File: config.mk
export PLATFORM = sky130hd
export DESIGN_NAME = hdlc_stat_word
export DESIGN_NICKNAME = d
export VERILOG_FILES = /design/src/rtl/hsw_pkg.sv /design/src/rtl/hsw_idle_detect.sv /design/src/rtl/hsw_fifo_level.sv /design/src/rtl/hsw_irq_latch.sv /design/src/rtl/hdlc_stat_word.sv
export SDC_FILE = /design/constraint.sdc
export NUM_CORES = 1
export LEC_CHECK = 0
export ABC_AREA = 1
export CAP_MARGIN = 20
export CORE_ASPECT_RATIO = 0.75
export CORE_MARGIN = 5
export CORE_UTILIZATION = 40
export CTS_BUF_LIST = sky130_fd_sc_hd__clkbuf_16
export DETAILED_ROUTE_END_ITERATION = 6
export PLACE_DENSITY = 0.8
export SYNTH_ARGS = -nofsm -noshare
export SYNTH_HDL_FRONTEND = slang
export SYNTH_SLANG_ARGS = --single-unit
File: constraint.sdc
create_clock -name clk -period 1.36 [get_ports clk]
set_input_delay 0.136 -clock clk [delete_from_list [all_inputs] [get_ports clk]]
set_output_delay 0.136 -clock clk [all_outputs]
set_load 0.005 [all_outputs]
File: src/rtl/hsw_pkg.sv
package hsw_pkg;

   localparam int STAT_W = 8;

   typedef enum logic [1:0] {
      TAG_BODY    = 2'b00,
      TAG_FIRST   = 2'b01,
      TAG_END_OK  = 2'b10,
      TAG_END_BAD = 2'b11
   } frame_tag_e;

   typedef enum logic [1:0] {
      TXS_FULL  = 2'b00,
      TXS_ABOVE = 2'b01,
      TXS_EMPTY = 2'b10,
      TXS_BELOW = 2'b11
   } tx_state_e;

   typedef enum logic [1:0] {
      RXS_EMPTY = 2'b00,
      RXS_BELOW = 2'b01,
      RXS_FULL  = 2'b10,
      RXS_ABOVE = 2'b11
   } rx_state_e;

   typedef struct packed {
      logic       irq;
      logic       idle;
      logic [1:0] tag;
      logic [1:0] tx;
      logic [1:0] rx;
   } stat_word_t;

endpackage

File: src/rtl/hsw_idle_detect.sv
module hsw_idle_detect #(
   parameter int RUN_LEN = 15
) (
   input  logic clk,
   input  logic rst_n,
   input  logic bit_in,
   input  logic bit_en,
   output logic idle_nxt
);

   localparam int RUN_W = $clog2(RUN_LEN + 1);
   localparam logic [RUN_W-1:0] RUN_TOP = RUN_W'(RUN_LEN);

   generate
      if (RUN_LEN < 2) begin : g_bad_len
         $error("hsw_idle_detect: RUN_LEN must be at least 2");
      end
   endgenerate

   logic [RUN_W-1:0] run_q;
   logic [RUN_W-1:0] run_d;

   always_comb begin
      run_d = run_q;
      if (bit_en) begin
         if (!bit_in) begin
            run_d = '0;
         end else if (run_q != RUN_TOP) begin
            run_d = run_q + RUN_W'(1);
         end
      end
   end

   always_ff @(posedge clk) begin
      if (!rst_n) begin
         run_q <= '0;
      end else begin
         run_q <= run_d;
      end
   end

   assign idle_nxt = (run_d == RUN_TOP);


   run_sat_chk: assert property (@(posedge clk) disable iff (!rst_n)
      run_q <= RUN_TOP);


   run_hold_chk: assert property (@(posedge clk) disable iff (!rst_n)
      !bit_en |=> $stable(run_q));


   run_zero_chk: assert property (@(posedge clk) disable iff (!rst_n)
      (bit_en && !bit_in) |=> (run_q == '0));

endmodule

File: src/rtl/hsw_fifo_level.sv
module hsw_fifo_level
   import hsw_pkg::*;
#(
   parameter int CNT_W = 6,
   parameter bit IS_TX = 1'b1
) (
   input  logic [CNT_W-1:0] count,
   input  logic [CNT_W-1:0] thresh,
   input  logic [CNT_W-1:0] depth,
   output logic [1:0]       code
);

   generate
      if (CNT_W < 1) begin : g_bad_w
         $error("hsw_fifo_level: CNT_W must be positive");
      end
   endgenerate

   logic is_empty;
   logic is_full;
   logic is_above;

   assign is_empty = (count == '0);
   assign is_full  = (count >= depth);
   assign is_above = (count >= thresh);

   generate
      if (IS_TX) begin : g_tx
         tx_state_e st;
         always_comb begin
            if (is_empty)      st = TXS_EMPTY;
            else if (is_full)  st = TXS_FULL;
            else if (is_above) st = TXS_ABOVE;
            else               st = TXS_BELOW;
         end
         assign code = st;
      end else begin : g_rx
         rx_state_e st;
         always_comb begin
            if (is_empty)      st = RXS_EMPTY;
            else if (is_full)  st = RXS_FULL;
            else if (is_above) st = RXS_ABOVE;
            else               st = RXS_BELOW;
         end
         assign code = st;
      end
   endgenerate

endmodule

File: src/rtl/hsw_irq_latch.sv
module hsw_irq_latch #(
   parameter int IRQ_N = 4
) (
   input  logic             clk,
   input  logic             rst_n,
   input  logic [IRQ_N-1:0] evt,
   input  logic [IRQ_N-1:0] mask,
   input  logic             rd,
   output logic             flag_nxt
);

   generate
      if (IRQ_N < 1) begin : g_bad_n
         $error("hsw_irq_latch: IRQ_N must be positive");
      end
   endgenerate

   logic flag_q;
   logic hit;

   assign hit      = |(evt & ~mask);
   assign flag_nxt = hit | (flag_q & ~rd);

   always_ff @(posedge clk) begin
      if (!rst_n) begin
         flag_q <= 1'b0;
      end else begin
         flag_q <= flag_nxt;
      end
   end


   masked_quiet_chk: assert property (@(posedge clk) disable iff (!rst_n)
      (!flag_q && ((evt & ~mask) == '0)) |=> !flag_q);


   sticky_chk: assert property (@(posedge clk) disable iff (!rst_n)
      (flag_q && !rd) |=> flag_q);

endmodule

File: src/rtl/hdlc_stat_word.sv
module hdlc_stat_word
   import hsw_pkg::*;
#(
   parameter int CNT_W   = 6,
   parameter int IRQ_N   = 4,
   parameter int RUN_LEN = 15
) (
   input  logic             clk,
   input  logic             rst_n,
   input  logic             rx_bit,
   input  logic             rx_bit_en,
   input  logic [CNT_W-1:0] tx_count,
   input  logic [CNT_W-1:0] tx_thresh,
   input  logic [CNT_W-1:0] tx_depth,
   input  logic [CNT_W-1:0] rx_count,
   input  logic [CNT_W-1:0] rx_thresh,
   input  logic [CNT_W-1:0] rx_depth,
   input  logic [1:0]       head_tag,
   input  logic [IRQ_N-1:0] irq_evt,
   input  logic [IRQ_N-1:0] irq_mask,
   input  logic             stat_rd,
   output logic [7:0]       stat_word
);

   generate
      if ($bits(stat_word_t) != STAT_W) begin : g_bad_layout
         $error("hdlc_stat_word: status layout width mismatch");
      end
   endgenerate

   logic       irq_nxt;
   logic       idle_nxt;
   logic [1:0] tx_code;
   logic [1:0] rx_code;
   stat_word_t stat_d;
   stat_word_t stat_q;

   hsw_irq_latch #(.IRQ_N(IRQ_N)) u_irq (
      .clk      (clk),
      .rst_n    (rst_n),
      .evt      (irq_evt),
      .mask     (irq_mask),
      .rd       (stat_rd),
      .flag_nxt (irq_nxt)
   );

   hsw_idle_detect #(.RUN_LEN(RUN_LEN)) u_idle (
      .clk      (clk),
      .rst_n    (rst_n),
      .bit_in   (rx_bit),
      .bit_en   (rx_bit_en),
      .idle_nxt (idle_nxt)
   );

   hsw_fifo_level #(.CNT_W(CNT_W), .IS_TX(1'b1)) u_tx_lvl (
      .count  (tx_count),
      .thresh (tx_thresh),
      .depth  (tx_depth),
      .code   (tx_code)
   );

   hsw_fifo_level #(.CNT_W(CNT_W), .IS_TX(1'b0)) u_rx_lvl (
      .count  (rx_count),
      .thresh (rx_thresh),
      .depth  (rx_depth),
      .code   (rx_code)
   );

   always_comb begin
      stat_d.irq  = irq_nxt;
      stat_d.idle = idle_nxt;
      stat_d.tag  = head_tag;
      stat_d.tx   = tx_code;
      stat_d.rx   = rx_code;
   end

   always_ff @(posedge clk) begin
      if (!rst_n) begin
         stat_q <= '0;
      end else begin
         stat_q <= stat_d;
      end
   end

   assign stat_word = stat_q;


   irq_set_chk: assert property (@(posedge clk) disable iff (!rst_n)
      ((irq_evt & ~irq_mask) != '0) |=> stat_word[7]);


   irq_clear_chk: assert property (@(posedge clk) disable iff (!rst_n)
      (stat_rd && ((irq_evt & ~irq_mask) == '0)) |=> !stat_word[7]);


   idle_drop_chk: assert property (@(posedge clk) disable iff (!rst_n)
      (rx_bit_en && !rx_bit) |=> !stat_word[6]);


   tag_pass_chk: assert property (@(posedge clk) disable iff (!rst_n)
      rst_n |=> (stat_word[5:4] == $past(head_tag)));


   tx_empty_chk: assert property (@(posedge clk) disable iff (!rst_n)
      (tx_count == '0) |=> (stat_word[3:2] == 2'b10));


   rx_empty_chk: assert property (@(posedge clk) disable iff (!rst_n)
      (rx_count == '0) |=> (stat_word[1:0] == 2'b00));

endmodule

# --- Yosys cells after proc, flatten, opt, wreduce, memory -nomap -nowiden ---
# Cells that the tools add are included.
op_classes:
  n_addsub: 1
  magnitude_cmp: 4
  n_eq_ne: 2
  n_mux: 8
  bitwise: 6
  reduce_logical: 6
ops:
  columns: ["cell", "n"]
  rows:
  - ["greater-or-equal comparator 6 bit", 4]
  - ["zero test 6 bit", 2]
  - ["2-to-1 mux 4 bit", 3]
  - ["2-to-1 mux 2 bit", 5]
  - ["OR reduction 3 bit", 2]
  - ["adder 4 x 1 -> 4 bit (second input constant)", 1]
  - ["AND 4 bit", 1]
  - ["== test 4 bit (second input constant)", 1]
  - ["!= test 4 bit (second input constant)", 1]
  - ["inverter 4 bit", 1]
  - ["OR reduction 4 bit", 1]
  - ["inverter 1 bit", 2]
  - ["OR reduction 2 bit", 1]
  - ["AND 1 bit", 1]
  - ["bitwise OR 1 bit", 1]
totals:
  register_bits: 12
  output_inout_bits: 8
  wordCells: 35

# --- Depth between registers and ports, before layout ---
# Gate-level depths: netlist (run 1).
depth:
  ltp_word: 5
  mapped_depth: 10

# --- By module ---
# A second synthesis (run 1) with hierarchy kept.
unflattened:
  hier_cells: 211
  area_unflattened_um2: 1281.2
by_module_without_submodules:
  columns: ["mod", "instances", "cells_per_inst", "area_each_um2", "seq_area_each_um2"]
  rows:
  - ["hsw_fifo_level (u_rx_lvl)", 1, 66, 360.3, 0.0]
  - ["hsw_fifo_level (u_tx_lvl)", 1, 62, 351.6, 0.0]
  - ["hsw_idle_detect", 1, 42, 259.0, 80.1]
  - ["hdlc_stat_word", 1, 25, 225.2, 160.2]
  - ["hsw_irq_latch", 1, 16, 85.1, 20.0]

# --- Worst setup path after synthesis (run 1) ---
# No wires, ideal clock.
synth_path:
  path_type: "register to register"
  from: "register u_idle.run_q[0]"
  to: "register stat_q (netlist bit stat_word[6])"
  setup_time_ns: 0.110
  arrival_ns: 0.965
  required_ns: 1.250
  path_slack_ns: 0.284
  path_stages_with_launch: 7
  synth_period_minus_slack_ns: 1.076
  path_cell_list: "dfxtp_1 -> ha_1 -> nand3_1 -> a21oi_1 -> nor2_1 -> nand2_1 -> nor2_1"
synth_via:
  elab_chain_cells: 5
synth_rtl:
  columns: ["element", "line_no", "source"]
  rows:
  - ["start, declared", "hsw_idle_detect.sv:20", "logic [RUN_W-1:0] run_q;"]
  - ["start signal, assigned", "hsw_idle_detect.sv:38", "run_q <= run_d;"]
  - ["adder 4 x 1 -> 4 bit or != test 4 bit (tied branches)", "hsw_idle_detect.sv:29, hsw_idle_detect.sv:28", null]
  - ["2-to-1 mux 4 bit", "hsw_idle_detect.sv:28", "end else if (run_q != RUN_TOP) begin"]
  - ["2-to-1 mux 4 bit", "hsw_idle_detect.sv:26", "if (!bit_in) begin"]
  - ["2-to-1 mux 4 bit (*)", "hsw_idle_detect.sv:25", "if (bit_en) begin"]
  - ["== test 4 bit (*)", "hsw_idle_detect.sv:42", "assign idle_nxt = (run_d == RUN_TOP);"]
  - ["end signal, assigned", "hdlc_stat_word.sv:81", "stat_q <= stat_d;"]
  - ["end, declared", "hdlc_stat_word.sv:36", "stat_word_t stat_q;"]
# Mark *: on every way between the ends. The rest lies on a longest branch, timed or not.
# A chain may end at the register's enable or synchronous reset.

# --- Worst setup path in the final report (run 1) ---
layout_path:
  from: "input rx_depth[5]"
  to: "register stat_q (netlist bit stat_word[1])"
layout_via:
  elab_chain_cells: 2
layout_rtl:
  columns: ["element", "line_no", "source"]
  rows:
  - ["start, declared", "hdlc_stat_word.sv:17", "input logic [CNT_W-1:0] rx_depth,"]
  - ["greater-or-equal comparator 6 bit", "hsw_fifo_level.sv:24", "assign is_full = (count >= depth);"]
  - ["2-to-1 mux 2 bit", "hsw_fifo_level.sv:41", "else if (is_full) st = RXS_FULL;"]
# No other way between the ends.

==> summary.txt, run 1 <==
Outcome
  • Run status: complete, no violations

Synthesis
  • Top area cells in the synthesized netlist: ha_1 (26%), dfxtp_1 (20%), nand2_1 (17%)
  • Synthesized area per cell: 6.25 um2
  • Top FF cell, synth: dfxtp_1
  • Ys async rst share: 0%
  • Unique masters post-synth: 21
  • Sequential share of the synthesized area: 20.0%
  • FF+latch count, synth: 12
  • Post-synthesis net count: 268
  • Top-count cell post-synth: nand2_1
  • Mapped Cells: 192
  • Post-synth top area cell: ha_1
  • Top cell type's share of synthesized area: 26.1%
  • Post-synth top cells: nand2_1 (53), inv_1 (52), ha_1 (25)
  • EDFF count, synth: 0
  • Mapped Area: 0.00120 mm2
  • Yosys Warn Count: 0

Clock network
  • CTS Buf Count: 3
  • CTS tree: built
  • Later-pin clock latency in the skew report: 0.24 ns
  • Worst-case clock buffer depth: 2
  • CTS HTree Levels: 1
  • CTS clock-pin slew for the worst setup and hold paths: 0.04 ns
  • Sink Count: 12
  • Clock tree root driver cell: clkbuf_16

Place
  • HPWL Detailed: 2530 um
  • Port bufs: 58
  • Routability congestion estimate from global placement: 0.863

Power and ir drop
  • Share of power burned in registers: 28.9%
  • Leak pwr: 1.06 nW
  • Combinational Power Share: 31.3%
  • Sw Ratio: 24.0%
  • Clock power frac: 39.8%
  • Switching Power: 0.000321 W
  • Power per cell area: 690 mW/mm2
  • Peak VDD IR: 465 uV
  • Int Pwr: 0.00101 W
  • Tot Pwr: 0.00133 W

Worst hold path
  • Start point of the worst hold path: rx_count[5]
  • Hold path depth: 3
  • Hold EP: stat_word[0]
  • Hold crit path type: input port to flop

Finish
  • Share of cells above drive strength 1: 5.10%
  • Nets: 332
  • # diodes: 0
  • Final Util: 66.4%
  • Synth-to-layout area growth: 61.2%

Global route
  • First-pass GRT wire length: 4700 um
  • Vias in the first global route: 1125
  • Largest net degree at the start of global routing: 8
  • Antenna violations before repair: 0
  • Total Routing Usage GR: 14.0%
  • Global route overflow: 0

Worst setup path
  • Path depth of the worst reg2reg path: 7
  • R2R setup slack: 0.18 ns
  • Critical path's slowest cell: clkdlybuf4s50_1
  • Crit path launch type: input port
  • Setup CP Type: input port to flop
  • CP endpoint kind: flop
  • Crit Reg-Reg Startpoint: u_idle.run_q[1]
  • Crit Reg-Reg Endpoint: stat_word[6]
  • Maximum fanout along the worst path: 2
  • WP data required: 1.48 ns
  • CP Cell Sequence: clkdlybuf4s50_1 -> inv_1 -> ha_1 -> nand2_1 -> inv_1 -> a21oi_1 -> nand2_1 -> nor2_1 -> nor2_1
  • WP data arrival: 1.39 ns
  • Max incr delay on CP: 0.46 ns

Job
  • Max-Cap Viols: 0

Drt
  • WL final: 2830 um
  • DR vias: 1256
  • Vias per cell: 4.29
  • Final ANT Viol Nets: 0
  • DRC: 0
  • WL per Instance: 9.66 um
  • Total iterations of the first detailed-routing run: 4
  • Number of DRC markers in iteration 0: 41

Die
  • Die area: 0.00421 mm2
  • Initial Util: 41.2%
  • CORE AREA: 0.00291 mm2
  • I/O pins: 59
  • Die W: 73.2 um
  • Row cnt: 17
  • Die height: 57.4 um

Timing
  • RSZ-0062 raised after global routing: false
  • Final Slew Violations: 0
  • Period utilization: 93.6%
  • # setup viols final: 0
  • Actual transition at the worst max-transition pin: 0.282 ns
  • Fin crit period: 1.27 ns
  • Fmax: 786 MHz
  • Slew HR: 81.1%
  • Final Hold Viols: 0
  • Worst-case clock skew: 0.00364 ns
per-layer routing:
layer / global-route usage, % / vias up / routed length (um) / share of wire, %
li1: - / 704 / - / -
met1: 18.2 / 521 / 1350 / 48
met2: 22.8 / 27 / 1280 / 45
met3: 3.87 / 4 / 176 / 6.2
met4: 3.16 / 0 / 29 / 1.0
met5: 0 / - / 0 / 0
flip-flops by register name (all words and copies together), names as in the netlist:
| name | count |
|---|---|
| stat_word | 7 |
| u_idle.run_q | 4 |
| u_irq.flag_q | 1 |
cells in the final DEF (no fill, tap or decap), types with 2 or more instances in the layout:
cell,Yosys,final
nand2_1,53,53
dlymetal6s2s_1,0,3
nor2_1,20,20
o22ai_1,2,2
clkbuf_16,0,3
a21oi_1,6,5
nand3_1,3,2
buf_4,2,3
a21oi_2,1,2
nor3_1,3,3
o21ai_1,0,3
clkdlybuf4s50_1,0,55
dfxtp_1,12,11
ha_1,25,24
inv_1,52,51
clkinv_1,1,2
cell type report:
class / instances / area, um2
multi-input combinational: 125 / 757
tap: 38 / 47.5
timing repair buffer: 61 / 611
inverter: 53 / 199
clock inverter: 1 / 3.75
fill: 260 / 980
clock buffer: 3 / 75.1
sequential: 12 / 241
worst max-delay path, delay by kind of cell:
kind	cells	cell delay (ns)
buffers and inverters	3	0.54
and+or+nand+nor	4	0.30
adders and majority gates	1	0.28
AOI/OAI and AO/OA	1	0.14
worst max-delay path by stage:
stage,start,to,slack (ns),depth (start not counted)
floorplan,u_idle.run_q[0],stat_word[6],0.28,6
finish,rx_depth[5],stat_word[1],0.09,9
CTS,tx_count[0],stat_word[2],0.02,7
global route,rx_depth[5],stat_word[1],0.0008,9
detailed placement,tx_count[0],stat_word[2],-0.21,7
global placement,tx_count[0],stat_word[2],-0.22,7
cell families after synthesis:
family / Yosys count / share of synthesized area (%)
DFF: 12 / 20.0
AOI/OAI and AO/OA: 17 / 8.55
buffers and inverters: 55 / 17.8
and+or+nand+nor: 83 / 27.5
adders and majority gates: 25 / 26.1
metrics by stage:
step,instances,cell area (um2),hold slack [ns],TNS [ns],setup WS [ns]
floorplan,192,1200,0.234,0,0.284
global placement,289,1840,0.523,-0.659,-0.217
detailed placement,289,1840,0.528,-0.669,-0.214
CTS,293,1910,0.428,0,0.0198
global route,293,1930,0.319,0,0.000817
finish,293,1930,0.257,0,0.0874
power by group through the flow:
| stage | clock network, W | logic (W) | registers, W |
|---|---|---|---|
| 3_5_place_dp | 0 | 0.000417 | 0.000391 |
| 3_3_place_gp | 0 | 0.000409 | 0.000390 |
| 2_1_floorplan | 0 | 0.000182 | 0.000392 |
| 6_report | 0.000531 | 0.000417 | 0.000385 |
| 5_1_grt | 0.000566 | 0.000478 | 0.000387 |
| 4_1_cts | 0.000539 | 0.000419 | 0.000385 |
repair_timing:
| item | CTS | global route |
|---|---|---|
| setup buffers | 0 | 0 |
| hold buffers | 0 | 0 |
| endpoints found under the setup margin | 0 | 4 |
| gates resized for setup | 0 | 11 |
No activity file was read; power rests on OpenSTA's default activity.
==> inputs of run 2 (changes only) <==
--- a/config.mk
+++ b/config.mk
@@ -12,7 +12,7 @@
 export CORE_UTILIZATION = 40
 export CTS_BUF_LIST = sky130_fd_sc_hd__clkbuf_16
 export DETAILED_ROUTE_END_ITERATION = 6
-export PLACE_DENSITY = 0.8
+export PLACE_DENSITY = 0.79
 export SYNTH_ARGS = -nofsm -noshare
 export SYNTH_HDL_FRONTEND = slang
 export SYNTH_SLANG_ARGS = --single-unit
==> summary.txt, run 2 (synthesized netlist as in run 1, its figures left out) <==
Place
  • Routability congestion estimate from global placement: 0.818 (-5.2%)
  • Port bufs: 58 (unchanged)
  • HPWL Detailed: 2550 um (+0.55%)

Worst hold path
  • Hold crit path type: input port to flop
  • Hold path depth: 3 (unchanged)

Power and ir drop
  • Peak VDD IR: 370 uV (-20%)
  • Switching Power: 0.000314 W (-2.0%)
  • Power per cell area: 687 mW/mm2 (-0.31%)
  • Int Pwr: 0.00101 W (-0.63%)
  • Sw Ratio: 23.8% (-0.25 points)
  • Share of power burned in registers: 29.1% (+0.2 points)
  • Tot Pwr: 0.00132 W (-0.96%)
  • Combinational Power Share: 31.4% (about the same)
  • Clock power frac: 39.4% (-0.4 points)
  • Leak pwr: 1.06 nW (about the same)

Worst setup path
  • Top delay family on crit path: buffers and inverters
  • CP Cell Sequence: clkdlybuf4s50_1 -> ha_1 -> nand2_1 -> inv_1 -> a21oi_1 -> nand2_1 -> nor2_1 -> nor2_1
  • CP endpoint kind: flop
  • Max incr delay on CP: 0.45 ns (about the same)
  • Maximum fanout along the worst path: 3 (+1)
  • WP data arrival: 1.40 ns (about the same)
  • Setup CP Type: input port to flop
  • Crit path depth: 8 (-1)
  • Crit path launch type: input port
  • Critical path's slowest cell: clkdlybuf4s50_1
  • Buf+Inv Stages, Crit Path: 2 (-1)
  • WP data required: 1.48 ns (about the same)
  • Path depth of the worst reg2reg path: 7 (unchanged)

Clock network
  • Later-pin clock latency in the skew report: 0.24 ns (about the same)
  • CTS Buf Count: 3 (unchanged)
  • Sink Count: 12 (unchanged)
  • Clock tree root driver cell: clkbuf_16
  • Hold_buf cts: 0 (unchanged)
  • CTS clock-pin slew for the worst setup and hold paths: 0.04 ns (about the same)
  • Worst-case clock buffer depth: 2 (unchanged)
  • CTS HTree Levels: 1 (unchanged)
  • CTS tree: built

Global route
  • First-pass GRT wire length: 4560 um (-2.9%)
  • Largest net degree at the start of global routing: 7 (-1)
  • Vias in the first global route: 1063 (-5.5%)
  • Total Routing Usage GR: 13.7% (-0.28 points)
  • Global route overflow: 0 (unchanged)
  • Antenna violations before repair: 0 (unchanged)

Die
  • I/O pins: 59 (unchanged)
  • Die W: 73.2 um (unchanged)
  • Row cnt: 17 (unchanged)
  • Die area: 0.00421 mm2 (unchanged)
  • Die height: 57.4 um (unchanged)
  • CORE AREA: 0.00291 mm2 (unchanged)
  • Initial Util: 41.2% (unchanged)

Timing
  • Fmax: 782 MHz (-0.44%)
  • # setup viols final: 0 (unchanged)
  • Fin crit period: 1.28 ns (+0.00558 ns)
  • RSZ-0062 raised after global routing: false
  • Final Hold Viols: 0 (unchanged)
  • Period utilization: 94.0% (+0.41 points)
  • Final Slew Violations: 0 (unchanged)
  • Worst-case clock skew: 0.00170 ns (-0.00195 ns)
  • Actual transition at the worst max-transition pin: 0.269 ns (-0.0128 ns)
  • Slew HR: 81.9% (+0.84 points)

Finish
  • Commonest non-fill, non-tap cell in the layout: clkdlybuf4s50_1
  • # diodes: 0 (unchanged)
  • Max reg flops: 7 (unchanged)
  • Synth-to-layout area growth: 60.2%
  • Share of cells above drive strength 1: 3.94% (-1.2 points)
  • Nets: 332 (unchanged)
  • Final Util: 66.0% (-0.43 points)
  • Most frequent cells in the layout: clkdlybuf4s50_1 (55), nand2_1 (53), inv_1 (51), ha_1 (25), nor2_1 (20)

Drt
  • WL final: 2790 um (-1.6%)
  • Total iterations of the first detailed-routing run: 4 (unchanged)
  • Vias per cell: 4.18 (-2.4%)
  • DRC: 0 (unchanged)
  • Final ANT Viol Nets: 0 (unchanged)
  • WL per Instance: 9.54 um (-1.3%)
  • Number of DRC markers in iteration 0: 56 (+37%)
  • DR vias: 1222 (-2.7%)

Outcome
  • Run status: complete, no violations

Job
  • Max-Cap Viols: 0 (unchanged)
## run 2: power groups by stage
stage	registers (W)	clock network, W	logic (W)
5_1_grt	0.000387	0.000559	0.000475
3_5_place_dp	0.000391	0	0.000418
2_1_floorplan	0.000392	0	0.000182
4_1_cts	0.000385	0.000535	0.000420
6_report	0.000385	0.000521	0.000415
3_3_place_gp	0.000391	0	0.000409
## run 2: per-stage QoR
| step | setup WS, ns | cell area (um2) | hold slack, ns | std cells | setup TNS (ns) |
|---|---|---|---|---|---|
| finish | 0.0818 | 1920 | 0.271 | 292 | 0 |
| global route | 0.000442 | 1920 | 0.320 | 292 | 0 |
| CTS | 0.0285 | 1910 | 0.433 | 292 | 0 |
| detailed placement | -0.261 | 1840 | 0.535 | 289 | -0.745 |
| global placement | -0.213 | 1840 | 0.533 | 289 | -0.665 |
| floorplan | 0.284 | 1200 | 0.234 | 192 | 0 |
## run 2: worst min-delay path: stages
cell and delay [ns]:
dlymetal6s2s_1 0.14, o31ai_1 0.11, nor2_1 0.09
## run 2: metal layers
layer | up-vias | wire length (um) | global-route usage [%]
li1 | 702 | - | -
met1 | 494 | 1270 | 17.6
met2 | 26 | 1320 | 22.8
met3 | 0 | 194 | 5.11
met4 | 0 | 0 | 0.789
met5 | - | 0 | 0
## run 2: worst paths after layout
path | start | to | slack (ns)
worst max-delay path | rx_count[5] | stat_word[1] | 0.08
worst min-delay path | rx_count[4] | stat_word[1] | 0.27
worst max register to register | u_idle.run_q[0] | stat_word[6] | 0.13
worst min register to register | u_idle.run_q[2] | u_idle.run_q[2] | 0.54
## run 2: area by class of cell
class                           instances  area, um2
Sequential cell                        12        240
Multi-Input combinational cell        125        749
Inverter                               53        199
Timing Repair Buffer                   61        611
Tap cell                               38       47.5
Clock buffer                            3       75.1
Fill cell                             267        992
## run 2: timing repair
action | in CTS | in global routing
setup endpoints to repair | 1 | 3
gates resized for setup | 1 | 5
cloned | 0 | 0
endpoints found under the hold margin | 0 | 0
pin swaps | 0 | 2
buffers inserted | 0 | 0
==> inputs of run 3 (changes only) <==
==> constraint.sdc (replaced) <==
create_clock -name clk -period 1.36 [get_ports clk]
set_input_delay 0.204 -clock clk [delete_from_list [all_inputs] [get_ports clk]]
set_output_delay 0.204 -clock clk [all_outputs]
set_load 0.005 [all_outputs]
==> summary.txt, run 3 (synthesized netlist as in run 1, its figures left out) <==
Outcome
  • Run status: complete, no violations

Drt
  • DR vias: 1280 (+4.7%)
  • WL per Instance: 10.2 um (+6.6%)
  • WL final: 2990 um (+7.3%)
  • Final ANT Viol Nets: 0 (unchanged)
  • Total iterations of the first detailed-routing run: 4 (unchanged)
  • DRC: 0 (unchanged)
  • Number of DRC markers in iteration 0: 55 (-1.8%)
  • Vias per cell: 4.35 (+4.0%)

Timing
  • Final Hold Viols: 0 (unchanged)
  • Final Slew Violations: 0 (unchanged)
  • Period utilization: 95.4% (+1.4 points)
  • Slew HR: 78.9% (-3.0 points)
  • RSZ-0062 raised after global routing: true
  • Actual transition at the worst max-transition pin: 0.313 ns (+0.0444 ns)
  • Fin crit period: 1.30 ns (+0.0193 ns)
  • Fmax: 771 MHz (-1.5%)
  • Worst-case clock skew: 0.00265 ns (+0.000949 ns)
  • # setup viols final: 0 (unchanged)

Worst setup path
  • CP Cell Sequence: clkdlybuf4s50_1 -> inv_2 -> ha_4 -> nand2_2 -> inv_1 -> a21oi_1 -> nand2_1 -> nor2_1 -> nor2_1
  • Top delay family on crit path: buffers and inverters
  • Most Frequent Cell on Critical Path: nor2_1
  • Crit path launch type: input port
  • R2R setup slack: 0.11 ns (-0.02 ns)
  • Buf+Inv Stages, Crit Path: 3 (+1)
  • CP Launch Point: rx_depth[5]
  • CP endpoint kind: flop
  • WP data arrival: 1.41 ns (about the same)
  • Crit Reg-Reg Startpoint: u_idle.run_q[0]
  • Critical path's slowest cell: clkdlybuf4s50_1
  • Setup CP Type: input port to flop
  • WP data required: 1.47 ns (about the same)
  • Max incr delay on CP: 0.47 ns (+0.02 ns)
  • Maximum fanout along the worst path: 2 (-1)

Finish
  • # fillers: 226 (-15%)
  • # diodes: 0 (unchanged)
  • Sequential Area: 240 um2 (unchanged)
  • Area of the multi-input gates: 847 um2 (+13%)
  • Share of cells above drive strength 1: 10.2% (+6.2 points)
  • Max reg flops: 7 (unchanged)
  • Synth-to-layout area growth: 70.3%
  • Final Util: 70.1% (+4.2 points)
  • Nets: 333 (+0.30%)
  • Most frequent cells in the layout: nand2_1 (50), clkdlybuf4s50_1 (50), inv_1 (49), nor2_1 (20), ha_1 (18)

Worst hold path
  • Start point of the worst hold path: rx_count[0]
  • Hold crit path type: input port to flop

Power and ir drop
  • Peak VDD IR: 434 uV (+17%)
  • Power per cell area: 674 mW/mm2 (-2.0%)
  • Leak pwr: 1.11 nW (+4.7%)
  • Tot Pwr: 0.00138 W (+4.2%)

Die
  • Initial Util: 41.2% (unchanged)
  • Row cnt: 17 (unchanged)
  • Die W: 73.2 um (unchanged)
  • Die height: 57.4 um (unchanged)
  • CORE AREA: 0.00291 mm2 (unchanged)
  • I/O pins: 59 (unchanged)
  • Die area: 0.00421 mm2 (unchanged)

Global route
  • First-pass GRT wire length: 4640 um (+1.8%)
  • Global route overflow: 0 (unchanged)
  • Largest net degree at the start of global routing: 8 (+1)
  • Vias in the first global route: 1144 (+7.6%)
  • Total Routing Usage GR: 13.6% (-0.12 points)
  • Antenna violations before repair: 0 (unchanged)

Place
  • HPWL Detailed: 2470 um (-2.9%)
  • Routability congestion estimate from global placement: 0.789 (-3.5%)
  • Port bufs: 58 (unchanged)

Clock network
  • Later-pin clock latency in the skew report: 0.24 ns (about the same)
  • Clock tree root driver cell: clkbuf_16
  • Sink Count: 12 (unchanged)
  • Worst-case clock buffer depth: 2 (unchanged)
  • CTS HTree Levels: 1 (unchanged)
  • CTS clock-pin slew for the worst setup and hold paths: 0.04 ns (about the same)
  • CTS tree: built
  • Post-CTS setup buffer count: 0 (unchanged)
  • CTS Buf Count: 3 (unchanged)

Job
  • Max-Cap Viols: 0 (unchanged)
[run 3: path summary, 6_finish.rpt]
kind,cells past startpoint,endpoint
hold / removal,5,stat_word[0]
setup / recovery,9,stat_word[1]
setup reg to reg,7,stat_word[6]
hold reg to reg,2,u_idle.run_q[2]
[run 3: power by group]
part / switching, W / internal, W / total (W)
registers: 0.00000913 / 0.000376 / 0.000385
logic: 0.000186 / 0.000270 / 0.000456
clock network: 0.000149 / 0.000387 / 0.000536
total: 0.000344 / 0.00103 / 0.00138
[run 3: worst register-to-register path, delay by kind of cell (launching register included)]
| family | cells | cell delay, ns |
|---|---|---|
| DFF | 1 | 0.38 |
| adders and majority gates | 1 | 0.23 |
| and+or+nand+nor | 6 | 0.57 |
[run 3: through the flow]
| step | setup TNS, ns | hold WS (ns) | setup WS (ns) | cell area, um2 | cells |
|---|---|---|---|---|---|
| after floorplan | 0 | 0.302 | 0.284 | 1200 | 192 |
| after global placement | -0.921 | 0.521 | -0.267 | 1840 | 290 |
| after detailed placement | -0.931 | 0.525 | -0.272 | 1840 | 290 |
| after CTS | 0 | 0.500 | 0.00300 | 1920 | 294 |
| after global routing | -0.00645 | 0.433 | -0.00645 | 2040 | 294 |
| final | 0 | 0.376 | 0.0625 | 2040 | 294 |
[run 3: layout make-up]
type | count | share of cell area (%)
flip-flops and latches | 12 | 11.8
multi-input cells | 125 | 41.5
repair buffers | 62 | 30.9
clock inverters | 1 | 0.184
well taps | 38 | 2.33
inverters | 53 | 9.74
clock buffers | 3 | 3.67
[run 3: what timing repair did]
action / 4_1_cts / 5_1_grt
pin swaps: 1 / 6
resized for setup: 2 / 25
hold buffers: 0 / 0
endpoints found under the setup margin: 3 / 5
[run 3: metal layers]
metal | track usage (%) | part of all wire, % | wire [um] | vias to the layer above
li1 | - | - | - | 704
met1 | 18.5 | 49 | 1460 | 551
met2 | 22.0 | 45 | 1360 | 21
met3 | 3.52 | 5.4 | 160 | 4
met4 | 1.58 | 0.37 | 11 | 0
met5 | 0 | 0 | 0 | -
